## src/rtl/refsel_pkg.sv

```systemverilog
package refsel_pkg;
  typedef enum logic [1:0] {
    ST_FREE = 2'b00,
    ST_LOCK = 2'b01,
    ST_HOLD = 2'b10
  } pll_st_e;

  localparam logic [1:0] MODE_AUTO = 2'b00;
endpackage

```

## src/rtl/refsel_qual.sv

```systemverilog
module refsel_qual #(
  parameter int QUAL_W = 4
) (
  input  logic              clk,
  input  logic              rst_n,
  input  logic              sig_ok,
  input  logic [QUAL_W-1:0] limit,
  output logic              qualified
);
  localparam logic [QUAL_W-1:0] SAT = '1;

  logic [QUAL_W-1:0] run_len;

  always_ff @(posedge clk) begin
    if (!rst_n)             run_len <= '0;
    else if (!sig_ok)       run_len <= '0;
    else if (run_len != SAT) run_len <= run_len + 1'b1;
  end

  assign qualified = sig_ok && (run_len >= limit);

  // a nonzero qualify time needs the flag seen high before
  a_r2_needs_history: assert property (@(posedge clk) disable iff (!rst_n)
    (qualified && limit != '0) |-> $past(sig_ok));
endmodule

```

## src/rtl/refsel_pinsync.sv

```systemverilog
module refsel_pinsync #(
  parameter int SEL_STABLE = 4
) (
  input  logic clk,
  input  logic rst_n,
  input  logic pin,
  output logic pin_sel
);
  localparam int CW = $clog2(SEL_STABLE + 1);
  localparam logic [CW-1:0] LAST = CW'(SEL_STABLE - 1);

  logic          s1, s2;
  logic [CW-1:0] hold_cnt;

  always_ff @(posedge clk) begin
    if (!rst_n) begin
      s1 <= 1'b0;
      s2 <= 1'b0;
      hold_cnt <= '0;
      pin_sel <= 1'b0;
    end else begin
      s1 <= pin;
      s2 <= s1;
      if (s2 != pin_sel) begin
        if (hold_cnt == LAST) begin
          pin_sel  <= s2;
          hold_cnt <= '0;
        end else begin
          hold_cnt <= hold_cnt + 1'b1;
        end
      end else begin
        hold_cnt <= '0;
      end
    end
  end

  // debounced value only ever moves to the synchronised pin level
  a_r9_pin_follows_sync: assert property (@(posedge clk) disable iff (!rst_n)
    (pin_sel != $past(pin_sel)) |-> (pin_sel == $past(s2)));
endmodule

```

## src/rtl/refsel_irq.sv

```systemverilog
module refsel_irq (
  input  logic       clk,
  input  logic       rst_n,
  input  logic [1:0] state,
  input  logic       sel,
  input  logic [1:0] flags,
  input  logic       clr,
  output logic       pulse,
  output logic       sticky
);
  logic [1:0] st_d, fl_q, fl_d;
  logic       sel_d;

  always_ff @(posedge clk) begin
    if (!rst_n) begin
      st_d   <= 2'b00;
      sel_d  <= 1'b0;
      fl_q   <= 2'b00;
      fl_d   <= 2'b00;
      sticky <= 1'b0;
    end else begin
      st_d   <= state;
      sel_d  <= sel;
      fl_q   <= flags;
      fl_d   <= fl_q;
      sticky <= pulse | (sticky & ~clr);
    end
  end

  assign pulse = (state != st_d) || (sel != sel_d) || (fl_q != fl_d);

  // a state change is reported in the following cycle
  a_r11_state_change_pulses: assert property (@(posedge clk) disable iff (!rst_n)
    (state != $past(state)) |-> pulse);
  // a pulse always leaves the sticky bit set
  a_r12_sticky_set: assert property (@(posedge clk) disable iff (!rst_n)
    pulse |=> sticky);
endmodule

```

## src/rtl/refsel_ctrl.sv

```systemverilog
module refsel_ctrl #(
  parameter int QUAL_W     = 4,
  parameter int SEL_STABLE = 4
) (
  input  logic              clk,
  input  logic              rst_n,
  input  logic [1:0]        in_valid,
  input  logic [1:0]        mode,
  input  logic              revert_en,
  input  logic              reg_sel,
  input  logic              sel_pin,
  input  logic [QUAL_W-1:0] qual_cnt,
  input  logic              irq_clr,
  output logic              sel_ref,
  output logic [1:0]        pll_state,
  output logic              locked,
  output logic              holdover,
  output logic              irq_pulse,
  output logic              irq_sticky
);
  import refsel_pkg::*;

  localparam int NIN = 2;

  logic [NIN-1:0] qual;
  logic           pin_sel, man_sel, auto_md;
  pll_st_e        st, nst;
  logic           sel, nsel;

  for (genvar i = 0; i < NIN; i++) begin : g_qual
    refsel_qual #(.QUAL_W(QUAL_W)) u_qual (
      .clk(clk), .rst_n(rst_n), .sig_ok(in_valid[i]),
      .limit(qual_cnt), .qualified(qual[i]));
  end

  refsel_pinsync #(.SEL_STABLE(SEL_STABLE)) u_pin (
    .clk(clk), .rst_n(rst_n), .pin(sel_pin), .pin_sel(pin_sel));

  assign auto_md = (mode == MODE_AUTO);
  assign man_sel = mode[1] ? pin_sel : reg_sel;

  always_comb begin
    nst  = st;
    nsel = sel;
    case (st)
      ST_FREE, ST_HOLD: begin
        if (auto_md) begin
          if (qual[0]) begin
            nst = ST_LOCK; nsel = 1'b0;
          end else if (qual[1]) begin
            nst = ST_LOCK; nsel = 1'b1;
          end
        end else begin
          nsel = man_sel;
          if (qual[man_sel]) nst = ST_LOCK;
        end
      end
      ST_LOCK: begin
        if (auto_md) begin
          if (!in_valid[sel]) begin
            if (qual[!sel]) nsel = !sel;
            else            nst  = ST_HOLD;
          end else if (revert_en && sel && qual[0]) begin
            nsel = 1'b0;
          end
        end else begin
          if (man_sel != sel) begin
            nsel = man_sel;
            if (!qual[man_sel]) nst = ST_HOLD;
          end else if (!in_valid[sel]) begin
            nst = ST_HOLD;
          end
        end
      end
      default: nst = ST_FREE;
    endcase
  end

  always_ff @(posedge clk) begin
    if (!rst_n) begin
      st  <= ST_FREE;
      sel <= 1'b0;
    end else begin
      st  <= nst;
      sel <= nsel;
    end
  end

  assign sel_ref   = sel;
  assign pll_state = st;
  assign locked    = (st == ST_LOCK);
  assign holdover  = (st == ST_HOLD);

  refsel_irq u_irq (
    .clk(clk), .rst_n(rst_n), .state(pll_state), .sel(sel),
    .flags(in_valid), .clr(irq_clr), .pulse(irq_pulse), .sticky(irq_sticky));

  // only the three defined state codes occur
  a_r1_legal_state: assert property (@(posedge clk) disable iff (!rst_n)
    pll_state != 2'b11);
  // Free-run is never re-entered once left
  a_r1_free_once: assert property (@(posedge clk) disable iff (!rst_n)
    (pll_state != 2'b00) |=> (pll_state != 2'b00));
  // automatic failover keeps Lock and flips the index
  a_r4_auto_failover: assert property (@(posedge clk) disable iff (!rst_n)
    (locked && auto_md && !in_valid[sel] && qual[!sel])
      |=> (locked && sel_ref != $past(sel_ref)));
  // automatic loss with no backup goes to Holdover
  a_r5_auto_hold: assert property (@(posedge clk) disable iff (!rst_n)
    (locked && auto_md && !in_valid[sel] && !qual[!sel]) |=> holdover);
  // manual mode never moves the index without a new choice
  a_r7_manual_no_switch: assert property (@(posedge clk) disable iff (!rst_n)
    (locked && !auto_md && man_sel == sel) |=> (sel_ref == $past(sel_ref)));
endmodule

```

## config.mk

```make
export PLATFORM = sky130hd
export DESIGN_NAME = refsel_ctrl
export DESIGN_NICKNAME = d
export VERILOG_FILES = /design/src/rtl/refsel_pkg.sv /design/src/rtl/refsel_qual.sv /design/src/rtl/refsel_pinsync.sv /design/src/rtl/refsel_irq.sv /design/src/rtl/refsel_ctrl.sv
export SDC_FILE = /design/constraint.sdc
export NUM_CORES = 1
export LEC_CHECK = 0
export ABC_AREA = 0
export BUFFER_PORTS_ARGS = -buffer_cell sky130_fd_sc_hd__buf_2
export CAP_MARGIN = 20
export CORE_ASPECT_RATIO = 1.25
export CORE_MARGIN = 2
export CORE_UTILIZATION = 55
export CTS_CLUSTER_DIAMETER = 30
export CTS_CLUSTER_SIZE = 25
export DETAILED_ROUTE_END_ITERATION = 12
export GPL_TIMING_DRIVEN = 0
export PLACE_DENSITY = 0.76
export SLEW_MARGIN = 0
export SYNTH_ARGS = -nofsm -noshare
export SYNTH_HDL_FRONTEND = slang
export SYNTH_SLANG_ARGS = --single-unit
export TNS_END_PERCENT = 10
```

## constraint.sdc

```tcl
create_clock -name clk -period 2.6 [get_ports clk]
set_input_delay 0.39 -clock clk [delete_from_list [all_inputs] [get_ports clk]]
set_output_delay 0.39 -clock clk [all_outputs]
set_load 0.05 [all_outputs]
```

==> results of run 1 <==
[how the worst max path moves through the flow]
stage                                                        start              endpoint  slack (ns)
after floorplan                          pll_state[0]$_SDFFE_PN0P_  sel_ref$_SDFFE_PN0P_        0.58
after global placement                                 qual_cnt[0]  sel_ref$_SDFFE_PN0P_        0.48
after detailed placement                               qual_cnt[0]  sel_ref$_SDFFE_PN0P_        0.41
after CTS                 g_qual[0].u_qual.run_len[0]$_SDFFE_PN0P_  sel_ref$_SDFFE_PN0P_        0.43
after global routing      g_qual[0].u_qual.run_len[0]$_SDFFE_PN0P_  sel_ref$_SDFFE_PN0P_        0.32
final                     g_qual[0].u_qual.run_len[0]$_SDFFE_PN0P_  sel_ref$_SDFFE_PN0P_        0.42
[layout by cell type (no fill, tap or decap), types with 3 or more instances in the layout]
cell and n:
dfxtp_1 25, buf_2 21, nor2_1 16, inv_1 12, ha_1 12, and2_1 10, nor3_1 6, nor2b_1 5
nand3_1 5, nand2_1 5, xor2_1 4, xnor2_1 4, mux2i_1 4, o21a_1 3, o21ai_1 3, a31oi_1 3
clkbuf_4 3
[registers in the layout (all words and copies together) (netlist names)]
register               flops
g_qual.u_qual.run_len      8
u_pin.hold_cnt             3
pll_state                  2
u_irq.fl_d                 2
u_irq.fl_q                 2
u_irq.st_d                 2
sel_ref                    1
u_irq.sel_d                1
u_irq.sticky               1
u_pin.pin_sel              1
u_pin.s1                   1
u_pin.s2                   1
[cell families after synthesis]
family                   share of synthesized area
XOR/XNOR                                   0.05199
AO/OA/AOI/OAI                               0.1588
buffers and inverters                      0.04363
AND/OR/NAND/NOR                             0.2219
flip-flops                                  0.3714
multiplexers                               0.04085
adder cells (fa/ha/maj)                     0.1114
[area by class of cell]
class | count | area (um2)
Tap cell | 33 | 41.29
Sequential cell | 25 | 500.5
Buffer | 3 | 13.76
Inverter | 12 | 45.04
Clock inverter | 1 | 5.005
Clock buffer | 3 | 22.52
Fill cell | 213 | 860.8
Multi-Input combinational cell | 104 | 788.3
Timing Repair Buffer | 20 | 100.1
[stage by stage]
step	total power [uW]	cells	utilization	cell area, um2	worst slack [ns]
floorplan	521.9	144	-	1348	0.5847
global placement	554.2	197	0.6263	1489	0.4833
detailed placement	559.7	197	0.6263	1489	0.4147
CTS	730.1	201	0.6379	1516	0.4320
global route	756.0	201	0.6379	1516	0.3202
finish	724.2	201	0.6379	1516	0.4238
[per-layer routing]
metal / wire [um] / global-route usage / share of wire / up-vias
met4: 42 / 0.08108 / 0.017 / 0
met2: 1293 / 0.3684 / 0.53 / 17
met3: 57 / 0.02744 / 0.023 / 5
met1: 1068 / 0.2251 / 0.43 / 501
met5: 0 / 0 / 0 / -
li1: - / - / - / 551
[power by group]
group | leakage (uW) | internal, uW | switching [uW]
registers | 0.000204 | 397 | 10.2
logic | 0.000486 | 60.3 | 83.5
clock network | 0.0000177 | 57.7 | 116
total | 0.000708 | 515 | 210
==> results.py, run 1 <==
metrics = {
    "logic_synthesis": {
        "yosys_warnings": 0,
        "syn_inst": 144,
        "netlist_area_um2": 1348,
        "synth_top_cell_by_area": "dfxtp_1",
        "yosysSeqAreaShare": 0.3714,
        "synth_edf_count": 0,
        "yosysTopAreaCellShare": 0.3714,
        "yosysMostFrequentCell": "dfxtp_1",
        "synth_ff_type": "dfxtp_1",
        "yosys.cell_types.count": 37,
        "synth_common_cells": "25 x dfxtp_1, 16 x nor2_1, 12 x ha_1, 12 x inv_1, 10 x and2_1",
        "synth-seq-cells": 25,
        "async_flop_share": 0,
        "synth_area_leaders": "dfxtp_1 37%, ha_1 11%, and2_1 4.6%",
        "avgSynthCellArea_um2": 9.358,
        "syn_nets": 170,
    },
    "clocking": {
        "cts_resized": 0,
        "clk_pin_slew_ns": 0.13,
        "cts_buffer_depth": 2,
        "htree_levels": 1,
        "numCtsBuffers": 3,
        "postCtsHoldBufs": 0,
        "post_cts_buffers": 0,
        "cts_tree": "yes",
        "ctsRootBufferMaster": "clkbuf_4",
        "cts.sinks": 25,
        "clk_latency_ns": 0.32,
    },
    "route": {
        "num_vias": 1074,
        "drc": 0,
        "wl_mm": 2.461,
        "detail_route.first_pass.iterations": 4,
        "viasPerCell": 5.343,
        "ant_nets": 0,
        "drt-wirelength-per-cell_um": 12.24,
        "first_iter_violations": 7,
    },
    "final_layout": {
        "diodes": 0,
        "layout-drive-gt1-share": 0.1905,
        "areaGrowthSynthToFinish_pct": 12.53,
        "nets": 195,
    },
    "setup_path": {
        "crit_cells": 8,
        "path_class": "flop to flop",
        "critPathBufInv": 1,
        "r2r_slack_ns": 0.42,
        "crit_path_cell_trace": "inv_1 -> ha_1 -> nand2b_4 -> a2111oi_4 -> o31ai_1 -> o21ai_1 -> a31oi_1 -> mux2_4",
        "slowest_stage": "dfxtp_1",
        "path_max_fanout": 5,
        "cp-start-kind": "flop",
        "reg2reg_depth": 8,
        "cp-end-kind": "flop",
        "r2r-start": "g_qual[0].u_qual.run_len[0]$_SDFFE_PN0P_",
        "slowest_delay_ns": 0.44,
        "path_delay_family": "compound AO/OA/AOI/OAI gates",
        "cp.required_ns": 2.83,
        "rr_endpoint": "sel_ref$_SDFFE_PN0P_",
        "crit_arrival_ns": 2.40,
    },
    "power": {
        "ir_drop_mv": 0.2694,
        "power_density_nw_per_um2": 477.6,
        "power_leakage_uw": 0.0007076,
    },
    "sta": {
        "relSlewSlack": 0.7648,
        "skew_ns": 0.001813,
        "final_max_slew_viol_count": 0,
        "whs_ns": 0.2790,
        "period_share": 0.8370,
        "worst_slew_pin_slew_ns": 0.3501,
        "max_freq_ghz": 0.4595,
        "rsz0062_at_grt": "false",
        "final-hold-violation-count": 0,
        "setup_tns_ns": 0,
        "fin_crit_ns": 2.176,
        "setup_viol": 0,
    },
    "run": {
        "max_cap_viol_count": 0,
    },
    "global_route": {
        "grt_pass1_wl_mm": 4.153,
        "track_usage": 0.2039,
        "grt_max_degree": 15,
        "antenna_found_initial": 0,
        "first_global_vias": 1046,
        "overflow": 0,
    },
    "floorplan": {
        "core_um2": 2377,
        "start_util": 0.5668,
        "die_area_um2": 2864,
        "rows": 20,
        "io_pins": 21,
        "die_w_um": 48.27,
        "dieHeight_um": 59.34,
    },
    "placement": {
        "dpl.hpwl_mm": 2.002,
        "finalWeightedCongestion": 0.8157,
        "portBuffers": 20,
    },
    "hold_path": {
        "whs_endpoint": "u_pin.s1$_SDFF_PN0_",
        "min_from": "sel_pin",
        "min_path_type": "input port to flop",
        "whs_path_depth": 2,
    },
    "run_status": {
        "status": "complete, no violations",
    },
}
Note: power is estimated with default switching activity, not from simulation.
==> run 2, diff against run 1 <==
==> constraint.sdc (replaced) <==
create_clock -name clk -period 2.1 [get_ports clk]
set_input_delay 0.315 -clock clk [delete_from_list [all_inputs] [get_ports clk]]
set_output_delay 0.315 -clock clk [all_outputs]
set_load 0.05 [all_outputs]
==> results.py, run 2 (synthesis gave the netlist of run 1 again) <==
metrics = {
    "run_status": {
        "status": "complete, no violations",
    },
    "final_layout": {
        "postLayoutCellArea_um2": 1535,
        "mostFrequentLayoutCell": "dfxtp_1",
        "nets": 195,
        "largest_reg_flops": 8,
        "layout-drive-gt1-share": 0.2202,
        "diodes": 0,
        "final_cell_mix": "22 x dfxtp_1, 21 x buf_2, 16 x nor2_1",
        "largest_register": "g_qual.u_qual.run_len",
        "reg_top3": "g_qual.u_qual.run_len: 8 flops, u_pin.hold_cnt: 3 flops",
        "post-route-util": 0.6458,
        "areaGrowthSynthToFinish_pct": 13.93,
    },
    "sta": {
        "final-hold-violation-count": 0,
        "relSlewSlack": 0.7486,
        "skew_ns": 0.005177,
        "fin_crit_ns": 2.086,
        "period_share": 0.9931,
        "worst_slew_pin_slew_ns": 0.3771,
        "final_max_slew_viol_count": 0,
        "setup_tns_ns": 0,
        "rsz0062_at_grt": "true",
        "max_freq_ghz": 0.4795,
        "setup_viol": 0,
        "whs_ns": 0.2092,
    },
    "global_route": {
        "overflow": 0,
        "track_usage": 0.2039,
        "grt_max_degree": 15,
        "antenna_found_initial": 0,
        "grt_pass1_wl_mm": 4.153,
        "first_global_vias": 1046,
    },
    "setup_path": {
        "cp.required_ns": 2.32,
        "cp-end-kind": "flop",
        "crit_path_cell_trace": "inv_1 -> ha_1 -> nand2b_4 -> a2111oi_4 -> o31ai_2 -> o21ai_1 -> a31oi_1 -> mux2_4",
        "path_class": "flop to flop",
        "cp-start-kind": "flop",
        "r2r_slack_ns": 0.01,
        "path_max_fanout": 5,
        "slowest_delay_ns": 0.39,
        "crit_arrival_ns": 2.31,
        "slowest_stage": "dfxtp_4",
    },
    "clocking": {
        "htree_levels": 1,
        "cts_tree": "yes",
        "numCtsBuffers": 3,
        "clk_pin_slew_ns": 0.13,
        "clk_latency_ns": 0.32,
        "ctsRootBufferMaster": "clkbuf_4",
        "cts.sinks": 25,
        "cts_buffer_depth": 2,
    },
    "placement": {
        "portBuffers": 20,
        "dpl.hpwl_mm": 2.002,
        "finalWeightedCongestion": 0.8157,
        "dpl_cell_area_um2": 1489,
    },
    "power": {
        "power_density_nw_per_um2": 582.1,
        "power_leakage_uw": 0.0007106,
        "ir_drop_mv": 0.3338,
    },
    "route": {
        "viasPerCell": 5.393,
        "ant_nets": 0,
        "num_vias": 1084,
        "drt-wirelength-per-cell_um": 12.58,
        "wl_mm": 2.529,
        "drc": 0,
        "first_iter_violations": 12,
        "detail_route.first_pass.iterations": 4,
    },
    "hold_path": {
        "min_path_type": "input port to flop",
    },
    "floorplan": {
        "io_pins": 21,
        "rows": 20,
        "die_w_um": 48.27,
        "start_util": 0.5668,
        "core_um2": 2377,
        "die_area_um2": 2864,
        "dieHeight_um": 59.34,
    },
    "run": {
        "max_cap_viol_count": 0,
    },
}
## run 2: metrics by stage
| step | worst slack [ns] | cells | power, uW |
|---|---|---|---|
| 2_1_floorplan | 0.08474 | 144 | 646.2 |
| 3_3_place_gp | 0.05262 | 197 | 686.2 |
| 3_5_place_dp | -0.03540 | 197 | 692.9 |
| 4_1_cts | 0.008405 | 201 | 903.7 |
| 5_1_grt | -0.04019 | 201 | 937.9 |
| 6_report | 0.01447 | 201 | 893.6 |
## run 2: worst max-delay path, delay by kind of cell, from the launching register on
kind	cells	cell delay [ns]
buf+inv	1	0.05
mux	1	0.31
compound gates	4	0.83
flops	1	0.39
fa+ha+maj	1	0.26
simple gates	1	0.15
## run 2: where the power goes
group	internal [uW]	switching, uW
Combinational	75.5	106
Clock	71.3	138
Sequential	490	12.7
Total	637	257
## run 2: repair_timing
action,4_1_cts,5_1_grt
hold buffers,0,0
pin swaps,0,2
setup endpoints to repair,2,3
setup buffers,0,0
gates resized for setup,3,4
## run 2: cell type report
cell class	instances	area, um2
fillers	209	842.1
multi-input cells	104	798.3
flip-flops and latches	25	509.2
repair buffers	20	100.1
inverters	12	45.04
well taps	33	41.29
clock buffers	3	22.52
plain buffers	3	13.76
clock inverters	1	5.005
## run 2: final timing paths
path	endpoint	from	depth (start not counted)
hold reg to reg	u_pin.hold_cnt[0]$_SDFF_PP0_	u_pin.hold_cnt[0]$_SDFF_PP0_	1
hold / removal	u_pin.s1$_SDFF_PN0_	sel_pin	2
setup reg to reg	sel_ref$_SDFFE_PN0P_	g_qual[0].u_qual.run_len[0]$_SDFFE_PN0P_	8
setup / recovery	sel_ref$_SDFFE_PN0P_	g_qual[0].u_qual.run_len[0]$_SDFFE_PN0P_	8
## run 2: routing by layer
metal	vias to the layer above	part of all wire	global-route usage	wire (um)
li1	550	-	-	-
met1	515	0.42	0.2251	1052
met2	15	0.55	0.3684	1386
met3	4	0.023	0.02744	58
met4	0	0.013	0.08108	32
met5	-	0	0	0
==> run 3, diff against run 2 <==
--- a/config.mk
+++ b/config.mk
@@ -15,7 +15,7 @@
 export CTS_CLUSTER_SIZE = 25
 export DETAILED_ROUTE_END_ITERATION = 12
 export GPL_TIMING_DRIVEN = 0
-export PLACE_DENSITY = 0.76
+export PLACE_DENSITY_LB_ADDON = 0.3
 export SLEW_MARGIN = 0
 export SYNTH_ARGS = -nofsm -noshare
 export SYNTH_HDL_FRONTEND = slang
==> constraint.sdc (replaced) <==
create_clock -name clk -period 2.1 [get_ports clk]
set_input_delay 0.105 -clock clk [delete_from_list [all_inputs] [get_ports clk]]
set_output_delay 0.105 -clock clk [all_outputs]
set_load 0.05 [all_outputs]
==> results.py, run 3 (synthesis gave the netlist of run 1 again) <==
metrics = {
    "setup_path": {
        "cp-end-kind": "flop",
        "cp.required_ns": 2.33,
        "r2r-start": "g_qual[1].u_qual.run_len[0]$_SDFFE_PN0P_",
        "path_class": "flop to flop",
        "path_max_fanout": 5,
        "cp-start-kind": "flop",
        "crit_arrival_ns": 2.22,
        "critPathLaunch": "g_qual[1].u_qual.run_len[0]$_SDFFE_PN0P_",
    },
    "sta": {
        "whs_ns": 0.07572,
        "setup_viol": 0,
        "worst_slew_pin_slew_ns": 0.3954,
        "final-hold-violation-count": 0,
        "relSlewSlack": 0.7364,
        "period_share": 0.9435,
        "rsz0062_at_grt": "false",
        "max_freq_ghz": 0.5047,
        "final_max_slew_viol_count": 0,
        "skew_ns": 0.002478,
        "setup_slack_ns": 0.1187,
        "fin_crit_ns": 1.981,
    },
    "hold_path": {
        "min_from": "irq_clr",
        "min_path_type": "input port to flop",
    },
    "clocking": {
        "cts_buffer_depth": 2,
        "numCtsBuffers": 3,
        "clk_pin_slew_ns": 0.13,
        "clk_latency_ns": 0.32,
        "htree_levels": 1,
        "cts_tree": "yes",
        "cts.sinks": 25,
        "ctsRootBufferMaster": "clkbuf_4",
    },
    "power": {
        "power_leakage_uw": 0.0007245,
        "ir_drop_mv": 0.3334,
        "clock_power_share": 0.237,
        "comb_power_share": 0.205,
        "p_sw_frac": 0.2885,
        "switchingPower_uw": 259.7,
        "internal_power_uw": 640.5,
        "power_density_nw_per_um2": 576.5,
        "seq_power_share": 0.558,
    },
    "placement": {
        "dpl_cell_area_um2": 1489,
        "portBuffers": 20,
        "finalWeightedCongestion": 0.7649,
        "preCtsSetupSlack_ns": -0.02062,
        "dpl.hpwl_mm": 1.871,
    },
    "route": {
        "wl_mm": 2.394,
        "first_iter_violations": 15,
        "ant_nets": 0,
        "num_vias": 1072,
        "drt-wirelength-per-cell_um": 11.74,
        "viasPerCell": 5.255,
        "drc": 0,
        "detail_route.first_pass.iterations": 4,
    },
    "final_layout": {
        "layout-drive-gt1-share": 0.2281,
        "mostFrequentLayoutCell": "dfxtp_1",
        "nFillCells": 205,
        "postLayoutCellArea_um2": 1562,
        "nets": 198,
        "largest_register": "g_qual.u_qual.run_len",
        "final_cell_mix": "23 x dfxtp_1, 21 x buf_2, 15 x nor2_1",
        "diodes": 0,
        "post-route-util": 0.6568,
        "areaGrowthSynthToFinish_pct": 15.88,
        "reg_top3": "g_qual.u_qual.run_len: 8 flops, u_pin.hold_cnt: 3 flops",
        "largest_reg_flops": 8,
    },
    "run": {
        "max_cap_viol_count": 0,
    },
    "global_route": {
        "first_global_vias": 1003,
        "grt_pass1_wl_mm": 3.864,
        "antenna_found_initial": 0,
        "grt_max_degree": 15,
        "track_usage": 0.1911,
        "overflow": 0,
    },
    "floorplan": {
        "io_pins": 21,
        "rows": 20,
        "dieHeight_um": 59.34,
        "start_util": 0.5668,
        "die_area_um2": 2864,
        "core_um2": 2377,
        "die_w_um": 48.27,
    },
    "run_status": {
        "status": "complete, no violations",
    },
}
-- run 3: path summary, 6_finish.rpt --
kind / endpoint / slack (ns) / cells past startpoint
max: pll_state[0]$_SDFFE_PN0P_ / 0.12 / 8
min: u_irq.sticky$_SDFF_PN0_ / 0.08 / 3
max reg2reg: pll_state[0]$_SDFFE_PN0P_ / 0.12 / 8
min reg2reg: u_pin.hold_cnt[0]$_SDFF_PP0_ / 0.43 / 1
-- run 3: stage by stage --
| stage | power, uW | cells | setup TNS, ns |
|---|---|---|---|
| after global placement | 685.8 | 197 | 0 |
| after global routing | 950.7 | 204 | 0 |
| after floorplan | 646.2 | 144 | 0 |
| after CTS | 905.9 | 202 | 0 |
| after detailed placement | 690.8 | 197 | -0.02062 |
| final | 900.2 | 204 | 0 |
-- run 3: area by class of cell --
| class | count | area, um2 | area share |
|---|---|---|---|
| inverter | 12 | 45.04 | 0.02885 |
| clock buffer | 3 | 22.52 | 0.01442 |
| tap | 33 | 41.29 | 0.02644 |
| sequential | 25 | 508.0 | 0.3253 |
| clock inverter | 1 | 5.005 | 0.003205 |
| buffer | 3 | 13.76 | 0.008814 |
| timing repair buffer | 23 | 125.1 | 0.08013 |
| multi-input combinational | 104 | 800.8 | 0.5128 |
-- run 3: routing by layer --
layer | track usage | up-vias | part of all wire
li1 | - | 560 | -
met2 | 0.3158 | 21 | 0.49
met5 | 0 | - | 0
met4 | 0.1081 | 0 | 0.027
met1 | 0.2205 | 483 | 0.45
met3 | 0.03354 | 8 | 0.029
-- run 3: timing repair --
action                                  CTS  global route
hold buffers                              1             0
pin swaps                                 0             2
endpoints found under the hold margin     1             0
setup buffers                             0             2
endpoints found under the setup margin    1             3
gates resized for setup                   1             6
-- run 3: worst max-delay path, cell delays in order (launching register included) --
cell and delay [ns]:
dfxtp_4 0.40, inv_1 0.05, ha_1 0.26, nand2b_4 0.15, a2111oi_4 0.38, nor3_2 0.11, a211o_1 0.29, o2bb2ai_1 0.12
and2_1 0.15
-- run 3: power by group through the flow --
stage	Combinational [uW]	Sequential [uW]	Clock, uW
after detailed placement	176	515	0
after global placement	172	514	0
after global routing	202	505	244
after CTS	179	504	223
after floorplan	115	531	0
final	185	502	214
